File: src/rtl/xlat_pkg.sv
package xlat_pkg;
    localparam int VPN_W = 20;
    localparam int PFN_W = 20;
    localparam int OFF_W = 12;
    localparam int VA_W  = VPN_W + OFF_W;
    localparam int PA_W  = PFN_W + OFF_W;

    typedef struct packed {
        logic             v;
        logic             g;
        logic             w;
        logic [VPN_W-1:0] tag;
        logic [PFN_W-1:0] pfn;
    } xlat_ent_t;
endpackage

File: src/rtl/xlat_cam.sv
// Parallel tag compare across all entries.
module xlat_cam #(
    parameter int N = 8,
    parameter int W = 20
) (
    input  logic [N-1:0]   vld,
    input  logic [N*W-1:0] tags,
    input  logic [W-1:0]   key,
    output logic [N-1:0]   match
);
    for (genvar i = 0; i < N; i++) begin : g_cmp
        assign match[i] = vld[i] && (tags[i*W +: W] == key);
    end
endmodule

File: src/rtl/xlat_pick.sv
// Lowest-index set bit finder.
module xlat_pick #(
    parameter int N = 8,
    parameter int IW = 3
) (
    input  logic [N-1:0]  req,
    output logic          any,
    output logic [IW-1:0] idx
);
    always_comb begin
        idx = '0;
        for (int i = N - 1; i >= 0; i--) begin
            if (req[i]) idx = IW'(i);
        end
    end
    assign any = |req;
endmodule

File: src/rtl/xlat_cache.sv
module xlat_cache
    import xlat_pkg::*;
#(
    parameter int ENTRIES = 8
) (
    input  logic             clk,
    input  logic             rst_n,
    input  logic [VA_W-1:0]  lk_vaddr,
    output logic             lk_hit,
    output logic [PA_W-1:0]  lk_paddr,
    output logic             lk_wr,
    input  logic             fill_en,
    input  logic [VPN_W-1:0] fill_vpn,
    input  logic [PFN_W-1:0] fill_pfn,
    input  logic             fill_glb,
    input  logic             fill_wr,
    input  logic             base_wr,
    input  logic             inv_en,
    input  logic [VPN_W-1:0] inv_vpn
);
    localparam int PTR_W = (ENTRIES > 1) ? $clog2(ENTRIES) : 1;
    localparam logic [PTR_W-1:0] LAST = PTR_W'(ENTRIES - 1);

    typedef struct packed {
        xlat_ent_t [ENTRIES-1:0] ent;
        logic [PTR_W-1:0]        rr;
    } state_t;

    state_t st_d, st_q;

    logic [ENTRIES-1:0]       vld_vec, glb_vec, live;
    logic [ENTRIES*VPN_W-1:0] tag_flat;
    logic [ENTRIES-1:0]       lk_match, iv_match, fl_match;
    logic                     fl_any, free_any;
    logic [PTR_W-1:0]         fl_idx, free_idx;

    always_comb begin
        for (int i = 0; i < ENTRIES; i++) begin
            vld_vec[i]               = st_q.ent[i].v;
            glb_vec[i]               = st_q.ent[i].g;
            tag_flat[i*VPN_W +: VPN_W] = st_q.ent[i].tag;
        end
    end

    // entries surviving this cycle's flush and invalidate
    always_comb begin
        for (int i = 0; i < ENTRIES; i++) begin
            live[i] = vld_vec[i]
                      && !(base_wr && !glb_vec[i])
                      && !(inv_en && iv_match[i]);
        end
    end

    xlat_cam #(.N(ENTRIES), .W(VPN_W)) u_lk_cam (
        .vld(vld_vec), .tags(tag_flat), .key(lk_vaddr[VA_W-1:OFF_W]), .match(lk_match));

    xlat_cam #(.N(ENTRIES), .W(VPN_W)) u_iv_cam (
        .vld(vld_vec), .tags(tag_flat), .key(inv_vpn), .match(iv_match));

    xlat_cam #(.N(ENTRIES), .W(VPN_W)) u_fl_cam (
        .vld(live), .tags(tag_flat), .key(fill_vpn), .match(fl_match));

    xlat_pick #(.N(ENTRIES), .IW(PTR_W)) u_fl_pick (
        .req(fl_match), .any(fl_any), .idx(fl_idx));

    xlat_pick #(.N(ENTRIES), .IW(PTR_W)) u_free_pick (
        .req(~live), .any(free_any), .idx(free_idx));

    // lookup read-out
    always_comb begin
        logic [PFN_W-1:0] pfn_sel;
        logic             w_sel;
        pfn_sel = '0;
        w_sel   = 1'b0;
        for (int i = 0; i < ENTRIES; i++) begin
            if (lk_match[i]) begin
                pfn_sel = pfn_sel | st_q.ent[i].pfn;
                w_sel   = w_sel | st_q.ent[i].w;
            end
        end
        lk_hit   = |lk_match;
        lk_wr    = w_sel;
        lk_paddr = lk_hit ? {pfn_sel, lk_vaddr[OFF_W-1:0]} : '0;
    end

    // next state
    always_comb begin
        logic [PTR_W-1:0] slot;
        st_d = st_q;
        slot = st_q.rr;
        for (int i = 0; i < ENTRIES; i++) begin
            st_d.ent[i].v = live[i];
        end
        if (fill_en) begin
            if (fl_any) begin
                slot = fl_idx;
            end else if (free_any) begin
                slot = free_idx;
            end else begin
                slot    = st_q.rr;
                st_d.rr = (st_q.rr == LAST) ? '0 : st_q.rr + 1'b1;
            end
            st_d.ent[slot] = '{v: 1'b1, g: fill_glb, w: fill_wr,
                               tag: fill_vpn, pfn: fill_pfn};
        end
    end

    always_ff @(posedge clk) begin
        if (!rst_n) st_q <= '0;
        else        st_q <= st_d;
    end
endmodule

File: config.mk
export PLATFORM = sky130hd
export DESIGN_NAME = xlat_cache
export DESIGN_NICKNAME = d
export VERILOG_FILES = /design/src/rtl/xlat_pkg.sv /design/src/rtl/xlat_cam.sv /design/src/rtl/xlat_pick.sv /design/src/rtl/xlat_cache.sv
export SDC_FILE = /design/constraint.sdc
export NUM_CORES = 1
export LEC_CHECK = 0
export BUFFER_PORTS_ARGS = -buffer_cell sky130_fd_sc_hd__buf_4
export CAP_MARGIN = 5
export CORE_ASPECT_RATIO = 0.6
export CORE_MARGIN = 4
export CORE_UTILIZATION = 35
export CTS_CLUSTER_SIZE = 10
export DETAILED_ROUTE_END_ITERATION = 8
export GPL_ROUTABILITY_DRIVEN = 0
export MAX_ROUTING_LAYER = met4
export SYNTH_ARGS = -nofsm -noshare
export SYNTH_HDL_FRONTEND = slang
export SYNTH_HIERARCHICAL = 1
export SYNTH_SLANG_ARGS = --single-unit
File: constraint.sdc
create_clock -name clk -period 4.71 [get_ports clk]
set_clock_uncertainty 0.15 [all_clocks]
set_input_delay 0.942 -clock clk [delete_from_list [all_inputs] [get_ports clk]]
set_output_delay 0.942 -clock clk [all_outputs]
set_load 0.005 [all_outputs]
==> results of run 1 <==
==> power by group through the flow <==
stage          logic (mW)  clock network (mW)  registers [mW]
2_1_floorplan       0.478                   0            3.07
3_3_place_gp        0.740                   0            3.08
6_report            0.794                2.79            3.02
5_1_grt             0.814                2.95            3.02
3_5_place_dp        0.753                   0            3.08
4_1_cts             0.757                2.82            3.02
==> how the worst max path moves through the flow <==
stage                             from            to  slack (ns)  cells after the start
after global routing       inv_vpn[16]     flip-flop        0.02                     20
after floorplan            inv_vpn[15]     flip-flop        0.73                     18
after CTS                 lk_vaddr[27]  lk_paddr[31]        0.16                     10
after global placement     inv_vpn[16]     flip-flop       -0.28                     19
after detailed placement   inv_vpn[15]     flip-flop       -0.37                     21
final                      inv_vpn[16]     flip-flop        0.06                     20
==> logic make-up after synthesis <==
kind of cell	count (synthesis)	share of synthesized area, %
buf+inv	174	6.728
flops	347	34.98
xor+xnor	480	21.17
compound gates	108	4.026
fa+ha+maj	2	0.1260
simple gates	637	15.74
mux	342	17.24
==> worst max-delay path: cells and delay by family <==
kind / cells / cell delay (ns)
AO/OA/AOI/OAI: 2 / 0.83
XOR/XNOR: 1 / 0.18
buffers and inverters: 7 / 1.03
multiplexers: 1 / 0.21
AND/OR/NAND/NOR: 9 / 1.76
==> area by class of cell <==
| cell class | instances | share of cell area (%) |
|---|---|---|
| clock inverters | 3 | 0.3037 |
| repair buffers | 265 | 10.14 |
| diodes | 2 | 0.02169 |
| multi-input cells | 1569 | 50.73 |
| inverters | 12 | 0.1952 |
| clock buffers | 43 | 4.387 |
| well taps | 759 | 4.116 |
| flip-flops and latches | 347 | 30.11 |
==> metal layers <==
metal | track usage [%] | vias up
met5 | - | -
met4 | 7.496 | 0
met3 | 9.252 | 180
met2 | 34.32 | 1064
met1 | 34.62 | 8332
li1 | - | 7381
==> timing repair <==
action | in CTS | in global routing
setup endpoints to repair | 0 | 86
gates resized for setup | 0 | 2
buffers inserted | 0 | 2
==> placed cells by master, fill, tap and decap left out, types with 3 or more instances in the layout <==
cell	instances
xor2_1	192
nor2b_1	6
dfxtp_1	347
nand4_1	93
nor4_2	20
a22oi_1	84
clkbuf_1	3
nand2_1	390
nor2_1	7
nand3_1	34
clkbuf_16	41
buf_12	26
mux2i_1	342
xnor2_1	288
nor3_4	4
nor3_2	4
nor4_1	48
inv_1	12
and2_1	12
o21a_1	10
buf_4	237
nand2b_1	8
nor4_4	8
==> stage by stage <==
step / util (%) / TNS (ns)
floorplan: - / 0
global placement: 39.17 / -76.53
detailed placement: 39.17 / -94.01
CTS: 41.10 / 0
global route: 41.20 / 0
finish: 41.20 / 0
==> results.sh, run 1 <==
export IMPL_r2r_setup_slack_ns=0.08
export IMPL_drtAntennaViolNets=0
export IMPL_yosys_top_cells_area="dfxtp_1 35%, mux2i_1 17%, xnor2_1 13%"
export IMPL_insertion_delay_ns=0.57
export IMPL_combPwrFrac_pct=12.0
export IMPL_met1_length_mm=33.94
export IMPL_arrival_ns=4.99
export IMPL_outcome="complete, no violations"
export IMPL_synth_common_cells="390 x nand2_1, 347 x dfxtp_1, 342 x mux2i_1"
export IMPL_setup_viol=0
export IMPL_yosys_cell_count_top_type="nand2_1"
export IMPL_crit_chain="buf_4, xor2_1, nor4_1, nand4_1, nor4_2, buf_4, nand2_1, nand3_1, inv_1, nand3_1, buf_12, nor4_2, o41ai_1, buf_4, nor2b_1, a211o_1, nor3_4, buf_4, clkbuf_16, mux2i_1"
export IMPL_cp_start_kind="input port"
export IMPL_synth_area_leader_cell="dfxtp_1"
export IMPL_power_mw=6.603
export IMPL_required_ns=5.05
export IMPL_cts_tree="done"
export IMPL_setup_ws_ns=0.06128
export IMPL_synth_area_sq_mm=0.01986
export IMPL_cts_htree_levels=2
export IMPL_syn2layout_area_growth_pct=16.18
export IMPL_avgSynthCellArea_sq_um=9.503
export IMPL_multi_input_area_sq_mm=0.01171
export IMPL_grt_pass1_wl_mm=110.5
export IMPL_ios=133
export IMPL_synth_seq_cells=347
export IMPL_die_y_um=192.5
export IMPL_cts_buffer_depth=3
export IMPL_tightest_slew_ns=0.8485
export IMPL_grt_pass1_vias=16530
export IMPL_post_place_cells=2949
export IMPL_postCtsHoldBufs=0
export IMPL_path_clk_slew_ns=0.06
export IMPL_wl_mm=77.16
export IMPL_hold_viol=0
export IMPL_setup_worst_path_class="input port to flip-flop"
export IMPL_rows=67
export IMPL_syn_inst=2090
export IMPL_cp_slowest_cell="nand4_1"
export IMPL_pre_cts_slack_ns=-0.3656
export IMPL_fill_cells=5460
export IMPL_critPathMostFrequentCell="buf_4"
export IMPL_final_nets=2336
export IMPL_ir_drop_v=0.0002121
export IMPL_synthDistinctLibCells=34
export IMPL_grt_overflow_total=0
export IMPL_routed_via_density=5.652
export IMPL_dieArea_sq_mm=0.06074
export IMPL_power_leakage_nw=8.062
export IMPL_core_sq_mm=0.05600
export IMPL_dpl_instance_area_sq_mm=0.02193
export IMPL_cpPeakStageDelay_ns=0.46
export IMPL_met3_wirelength_mm=10.26
export IMPL_regArea_sq_mm=0.006947
export IMPL_via_count=16960
export IMPL_fin_crit_ns=4.649
export IMPL_min_delay_path_depth=2
export IMPL_cts_sinks=347
export IMPL_wire_per_inst_um=25.72
export IMPL_wl_met2_mm=30.57
export IMPL_cts_root_buf="clkbuf_16"
export IMPL_maxCapViolations=0
export IMPL_cts_made_buffers=40
export IMPL_portBuffers=132
export IMPL_first_pass_iters=6
export IMPL_cp_max_fo=15
export IMPL_drive_gt1_share_pct=15.36
export IMPL_yosys_warnings=6
export IMPL_period_share_pct=98.70
export IMPL_max_freq_mhz=215.1
export IMPL_ys_async_sr_fraction_pct=0
export IMPL_hold_ws_ns=0.3057
export IMPL_dp_hpwl_mm=55.59
export IMPL_start_util_pct=35.47
export IMPL_die_x_um=315.5
export IMPL_cellPowerDensity_mw_per_mm2=286.2
export IMPL_p_int_mw=4.796
export IMPL_p_sw_share_pct=27.36
export IMPL_syn_nets=2191
export IMPL_synth_ff_type="dfxtp_1"
export IMPL_worstRegToRegCells=19
export IMPL_slew_headroom_pct=42.91
export IMPL_seqPwrFrac_pct=45.7
export IMPL_worst_setup_path_end_kind="flip-flop"
export IMPL_synth_edf_count=0
export IMPL_ys_seq_area_share_pct=34.98
export IMPL_grt_max_degree=104
export IMPL_pwr_share_clk_pct=42.3
export IMPL_grt_usage_pct=25.24
export IMPL_instances_no_fill=3000
export IMPL_drt_initial_drc_count=2291
export IMPL_power_switching_mw=1.807
export IMPL_slew_viol_final=0
export IMPL_final_cell_area_sq_mm=0.02307
export IMPL_rsz0062_at_grt="no"
export IMPL_hold_path_class="flip-flop to flip-flop"
export IMPL_topRoutingLayerUsed="met4"
export IMPL_synth_top_area_share_pct=34.98
export IMPL_antenna_found_initial=1
export IMPL_drc=0
No activity file was read; power rests on OpenSTA's default activity.
==> inputs of run 2 (changes only) <==
--- a/config.mk
+++ b/config.mk
@@ -10,10 +10,12 @@
 export CORE_ASPECT_RATIO = 0.6
 export CORE_MARGIN = 4
 export CORE_UTILIZATION = 35
+export CTS_BUF_LIST = sky130_fd_sc_hd__clkbuf_4
 export CTS_CLUSTER_SIZE = 10
 export DETAILED_ROUTE_END_ITERATION = 8
 export GPL_ROUTABILITY_DRIVEN = 0
 export MAX_ROUTING_LAYER = met4
+export PLACE_DENSITY_LB_ADDON = 0.08
 export SYNTH_ARGS = -nofsm -noshare
 export SYNTH_HDL_FRONTEND = slang
 export SYNTH_HIERARCHICAL = 1
==> run 2 against run 1 <==
Die area did not move. Non-clock buffer count is 28 higher. Fmax decreased by 0.87%. Sequential power about the same. Register-to-register slack improved by 0.25 ns. Flip-flop and latch count unchanged. Routed wire length is 8.2% higher. Final area is 1.8% higher. Utilization increased by 0.72 points. Final cell count is 4.7% higher. Total power grew 1.0%. First-iteration DRC count decreased by 17%.
==> results.sh, run 2 (same netlist as run 1, synthesis figures left out) <==
export IMPL_die_y_um=192.5
export IMPL_grt_pass1_wl_mm=117.9
export IMPL_pwr_share_clk_pct=42.5
export IMPL_cts_tree="done"
export IMPL_insertion_delay_ns=0.93
export IMPL_worst_setup_path_end_kind="output pin"
export IMPL_slew_viol_final=0
export IMPL_path_clk_slew_ns=0.07
export IMPL_r2r_setup_slack_ns=0.33
export IMPL_post_place_cells=2980
export IMPL_tightest_slew_ns=0.9958
export IMPL_grt_overflow_total=0
export IMPL_portBuffers=132
export IMPL_rows=67
export IMPL_wl_mm=83.51
export IMPL_fin_crit_ns=4.690
export IMPL_final_cell_mix="390 x nand2_1, 344 x dfxtp_1, 342 x mux2i_1"
export IMPL_drc=0
export IMPL_hold_viol=0
export IMPL_pre_cts_slack_ns=-0.3770
export IMPL_power_leakage_nw=8.393
export IMPL_maxCapViolations=0
export IMPL_setup_viol=0
export IMPL_start_util_pct=35.47
export IMPL_max_freq_mhz=213.2
export IMPL_ios=133
export IMPL_drtAntennaViolNets=0
export IMPL_dp_hpwl_mm=60.07
export IMPL_cts_root_buf="clkbuf_4"
export IMPL_cts_sinks=347
export IMPL_gr_usage_met2_pct=36.27
export IMPL_grt_usage_pct=27.85
export IMPL_period_share_pct=99.57
export IMPL_cp_max_fo=14
export IMPL_cts_htree_levels=3
export IMPL_syn2layout_area_growth_pct=18.21
export IMPL_cp_start_kind="flip-flop"
export IMPL_grt_max_degree=112
export IMPL_arrival_ns=3.60
export IMPL_seqPwrFrac_pct=45.2
export IMPL_cts_setup_buffers=0
export IMPL_die_x_um=315.5
export IMPL_met1_usage_pct=41.79
export IMPL_grt_busiest_layer="met1"
export IMPL_via_count=16900
export IMPL_required_ns=3.62
export IMPL_cts_made_buffers=91
export IMPL_ir_drop_v=0.0001538
export IMPL_dpl_instance_area_sq_mm=0.02225
export IMPL_instances_no_fill=3141
export IMPL_slew_headroom_pct=33.61
export IMPL_gr_usage_met3_pct=7.846
export IMPL_setup_ws_ns=0.02042
export IMPL_final_cell_area_sq_mm=0.02348
export IMPL_antenna_found_initial=3
export IMPL_outcome="complete, no violations"
export IMPL_hold_path_class="flip-flop to flip-flop"
export IMPL_power_switching_mw=1.947
export IMPL_wire_per_inst_um=26.59
export IMPL_grt_pass1_vias=16360
export IMPL_first_pass_iters=6
export IMPL_routed_via_density=5.379
export IMPL_setup_worst_path_class="flip-flop to output pin"
export IMPL_combPwrFrac_pct=12.3
export IMPL_final_nets=2415
export IMPL_p_int_mw=4.725
export IMPL_core_sq_mm=0.05600
export IMPL_postCtsHoldBufs=0
export IMPL_p_sw_share_pct=29.18
export IMPL_rsz0062_at_grt="no"
export IMPL_drt_initial_drc_count=1902
export IMPL_hold_ws_ns=0.3042
export IMPL_mostFrequentLayoutCell="nand2_1"
export IMPL_drive_gt1_share_pct=19.98
export IMPL_cts_buffer_depth=3
export IMPL_dieArea_sq_mm=0.06074
export IMPL_cellPowerDensity_mw_per_mm2=284.2
==> run 2: cell count changes in the layout (fill, tap and decap cells not counted), moves of 3 or more <==
cell	previous run	this run
buf_12	26	33
buf_4	237	259
bufinv_16	0	3
clkbuf_1	3	0
clkbuf_16	41	0
clkbuf_4	0	132
clkinv_1	0	15
dfxtp_1	347	344
diode_2	2	5
==> run 2: path summary, 6_finish.rpt <==
| path | to | cells past startpoint |
|---|---|---|
| worst min-delay path | flip-flop | 2 |
| worst max register to register | flip-flop | 18 |
| worst min register to register | flip-flop | 2 |
| worst max-delay path | lk_paddr[5] | 9 |
==> run 2: repair_timing <==
action	CTS	global route
gates resized for setup	1	7
endpoints found under the setup margin	13	12
pin swaps	1	3
==> run 2: area by class of cell <==
cell class / instances / area (sq um)
multi-input combinational: 1569 / 11720
clock buffer: 132 / 991.0
antenna: 5 / 12.51
tap: 759 / 949.7
sequential: 347 / 6953
fill: 5606 / 32520
inverter: 12 / 45.04
clock inverter: 24 / 190.2
timing repair buffer: 293 / 2620
==> run 2: power by group through the flow <==
stage	combinational, mW	clock (mW)	sequential, mW
6_report	0.821	2.84	3.01
5_1_grt	0.850	3.08	3.02
4_1_cts	0.796	2.93	3.01
3_5_place_dp	0.792	0	3.08
3_3_place_gp	0.789	0	3.08
2_1_floorplan	0.478	0	3.07
==> run 2: stage by stage <==
stage               setup TNS [ns]  power [mW]  util [%]
detailed placement          -93.68       3.871     39.74
finish                           0       6.672     41.93
global placement            -93.16       3.867     39.74
CTS                              0       6.741     41.85
global route                     0       6.942     41.93
floorplan                        0       3.544         -
==> run 2: critical path, cell delays in order, from the launching register on <==
cell     delay [ns]
dfxtp_1        0.63
xnor2_1        0.23
nand4_1        0.48
nor4_4         0.47
buf_12         0.21
nor4_2         0.08
nand2_1        0.17
buf_12         0.14
and2_1         0.14
buf_4          0.11
==> run 2: layer usage <==
metal | vias to the layer above | wire length, um
met5 | - | 0
met4 | 0 | 1461
met3 | 107 | 8811
met2 | 785 | 31920
met1 | 8384 | 41320
li1 | 7619 | -
==> inputs of run 3 (changes only) <==
--- a/config.mk
+++ b/config.mk
@@ -5,6 +5,7 @@
 export SDC_FILE = /design/constraint.sdc
 export NUM_CORES = 1
 export LEC_CHECK = 0
+export ABC_AREA = 1
 export BUFFER_PORTS_ARGS = -buffer_cell sky130_fd_sc_hd__buf_4
 export CAP_MARGIN = 5
 export CORE_ASPECT_RATIO = 0.6
@@ -16,6 +17,7 @@
 export GPL_ROUTABILITY_DRIVEN = 0
 export MAX_ROUTING_LAYER = met4
 export PLACE_DENSITY_LB_ADDON = 0.08
+export REMOVE_ABC_BUFFERS = 1
 export SYNTH_ARGS = -nofsm -noshare
 export SYNTH_HDL_FRONTEND = slang
 export SYNTH_HIERARCHICAL = 1
==> run 3 against run 2 <==
Critical path depth rose by 4. Final area grew 18%. Global-route usage up 5.5 points. Non-clock buffer count increased by 42. Clock power increased by 2%. Total power grew 6.5%. Flip-flop and latch count unchanged. Via count up 65%. Synthesized cell count up 110%. Critical endpoint is now lk_paddr[31].
==> results.sh, run 3 <==
export IMPL_outcome="complete, no violations"
export IMPL_cp_top_family="simple AND/OR/NAND/NOR gates"
export IMPL_tightest_slew_ns=0.8449
export IMPL_cellPowerDensity_mw_per_mm2=256.8
export IMPL_syn_inst=4308
export IMPL_path_clk_slew_ns=0.07
export IMPL_combPwrFrac_pct=16.4
export IMPL_power_switching_mw=2.310
export IMPL_pwr_share_clk_pct=40.6
export IMPL_dieArea_sq_mm=0.07102
export IMPL_syn2layout_area_growth_pct=18.49
export IMPL_cp_num_buf_inv=3
export IMPL_cp_max_fo=22
export IMPL_drive_gt1_share_pct=12.29
export IMPL_yosys_cell_count_top_type="nand2_1"
export IMPL_grt_overflow_total=0
export IMPL_yosys_top_cells_area="dfxtp_1 30%, nand2_1 29%, nor2_1 16%"
export IMPL_start_util_pct=35.29
export IMPL_core_sq_mm=0.06613
export IMPL_wire_per_inst_um=21.61
export IMPL_synth_ff_type="dfxtp_1"
export IMPL_synth_edf_count=0
export IMPL_finalSetupTns_ns=0
export IMPL_grt_usage_pct=33.39
export IMPL_wl_mm=119.2
export IMPL_power_leakage_nw=12.82
export IMPL_die_y_um=208.0
export IMPL_synth_common_cells="1,783 x nand2_1, 996 x nor2_1, 440 x inv_1"
export IMPL_dp_hpwl_mm=88.48
export IMPL_ys_async_sr_fraction_pct=0
export IMPL_required_ns=3.62
export IMPL_avgSynthCellArea_sq_um=5.418
export IMPL_hold_viol=0
export IMPL_grt_max_degree=104
export IMPL_synth_area_sq_mm=0.02334
export IMPL_grt_pass1_wl_mm=169.4
export IMPL_cts_sinks=347
export IMPL_cts_htree_levels=3
export IMPL_postCtsHoldBufs=0
export IMPL_hold_path_class="input port to flip-flop"
export IMPL_ys_seq_area_share_pct=29.76
export IMPL_grt_pass1_vias=23840
export IMPL_cpPeakStageDelay_ns=0.47
export IMPL_setup_worst_path_class="flip-flop to output pin"
export IMPL_final_nets=4643
export IMPL_cp_slowest_cell="dfxtp_1"
export IMPL_slew_viol_final=0
export IMPL_first_pass_iters=9
export IMPL_die_x_um=341.4
export IMPL_drt_initial_drc_count=4218
export IMPL_pre_cts_slack_ns=-0.1980
export IMPL_period_share_pct=99.56
export IMPL_synthDistinctLibCells=35
export IMPL_maxCapViolations=0
export IMPL_dpl_instance_area_sq_mm=0.02644
export IMPL_antenna_found_initial=5
export IMPL_synth_area_leader_cell="dfxtp_1"
export IMPL_cts_setup_buffers=0
export IMPL_final_cell_mix="1,783 x nand2_1, 988 x nor2_1, 440 x inv_1"
export IMPL_setup_viol=0
export IMPL_drtAntennaViolNets=0
export IMPL_slew_headroom_pct=43.67
export IMPL_synth_top_area_share_pct=29.76
export IMPL_cts_tree="done"
export IMPL_fin_crit_ns=4.689
export IMPL_worst_setup_path_end_kind="output pin"
export IMPL_p_sw_share_pct=32.52
export IMPL_cts_made_buffers=94
export IMPL_yosys_warnings=6
export IMPL_portBuffers=132
export IMPL_ir_drop_v=0.0001622
export IMPL_rows=73
export IMPL_max_freq_mhz=213.2
export IMPL_setup_ws_ns=0.02057
export IMPL_drc=0
export IMPL_seqPwrFrac_pct=43.0
export IMPL_ios=133
export IMPL_arrival_ns=3.60
export IMPL_ctsResizeCount=0
export IMPL_synth_seq_cells=347
export IMPL_cts_buffer_depth=3
export IMPL_insertion_delay_ns=0.96
export IMPL_final_cell_area_sq_mm=0.02766
export IMPL_cts_root_buf="clkbuf_4"
export IMPL_p_int_mw=4.793
export IMPL_crit_chain="inv_1, nand2_1, nand2_1, nor2_1, nand2_1, nor2_1, nand2_1, nor2_2, buf_12, a22o_1, a21oi_1, nand4_1, buf_4"
export IMPL_via_count=27940
export IMPL_routed_via_density=5.066
export IMPL_critPathMostFrequentCell="nand2_1"
export IMPL_mostFrequentLayoutCell="nand2_1"
export IMPL_cp_start_kind="flip-flop"
## run 3: path summary, 6_finish.rpt
| check | startpoint | end | slack, ns | cells past startpoint |
|---|---|---|---|---|
| worst max-delay path | flip-flop | lk_paddr[31] | 0.02 | 13 |
| worst min-delay path | fill_en | st_q[0] | 0.26 | 5 |
| worst max register to register | flip-flop | flip-flop | 0.30 | 28 |
| worst min register to register | flip-flop | flip-flop | 0.33 | 2 |
## run 3: worst reg2reg max path, delay by kind of cell (launching register included)
family / cells / cell delay [ns]
AOI/OAI and AO/OA: 1 / 0.22
and+or+nand+nor: 23 / 2.88
buffers and inverters: 4 / 0.46
DFF: 1 / 0.58
## run 3: layout make-up
type / count / area (sq um)
Fill cell: 7482 / 38470
Multi-Input combinational cell: 3292 / 13530
Sequential cell: 347 / 6948
Timing Repair Buffer: 335 / 3060
Inverter: 472 / 1774
Tap cell: 900 / 1126
Clock buffer: 145 / 1089
Clock inverter: 16 / 103.9
Antenna cell: 9 / 22.52
## run 3: metal layers
layer / vias up / global-route usage, % / wire (um)
li1: 13450 / - / -
met2: 1648 / 40.14 / 42440
met5: - / - / 0
met4: 0 / 6.893 / 2305
met1: 12680 / 49.92 / 56060
met3: 172 / 14.21 / 18400
## run 3: logic make-up (layout without fill, tap and decap cells)
kind of cell / after synthesis / in the layout / share of synthesized area [%]
buf+inv: 669 / 968 / 12.45
compound gates: 185 / 185 / 4.830
flops: 347 / 347 / 29.76
other cells: 0 / 9 / 0
fa+ha+maj: 2 / 2 / 0.1072
simple gates: 3069 / 3069 / 51.50
xor+xnor: 36 / 36 / 1.351
## run 3: per-stage QoR
| step | hold slack, ns | instances | power [mW] | utilization, % |
|---|---|---|---|---|
| 2_1_floorplan | 0.3049 | 4111 | 3.603 | - |
| 5_1_grt | 0.2170 | 5515 | 7.411 | 41.82 |
| 6_report | 0.2620 | 5516 | 7.102 | 41.82 |
| 4_1_cts | 0.1870 | 5507 | 7.109 | 41.79 |
| 3_5_place_dp | 0.3206 | 5346 | 4.212 | 39.98 |
| 3_3_place_gp | 0.3139 | 5346 | 4.218 | 39.98 |
## run 3: power groups by stage
stage	logic (mW)	clock network (mW)	registers, mW
finish	1.16	2.89	3.05
global route	1.23	3.13	3.06
CTS	1.10	2.96	3.05
detailed placement	1.10	0	3.12
global placement	1.10	0	3.12
floorplan	0.510	0	3.09
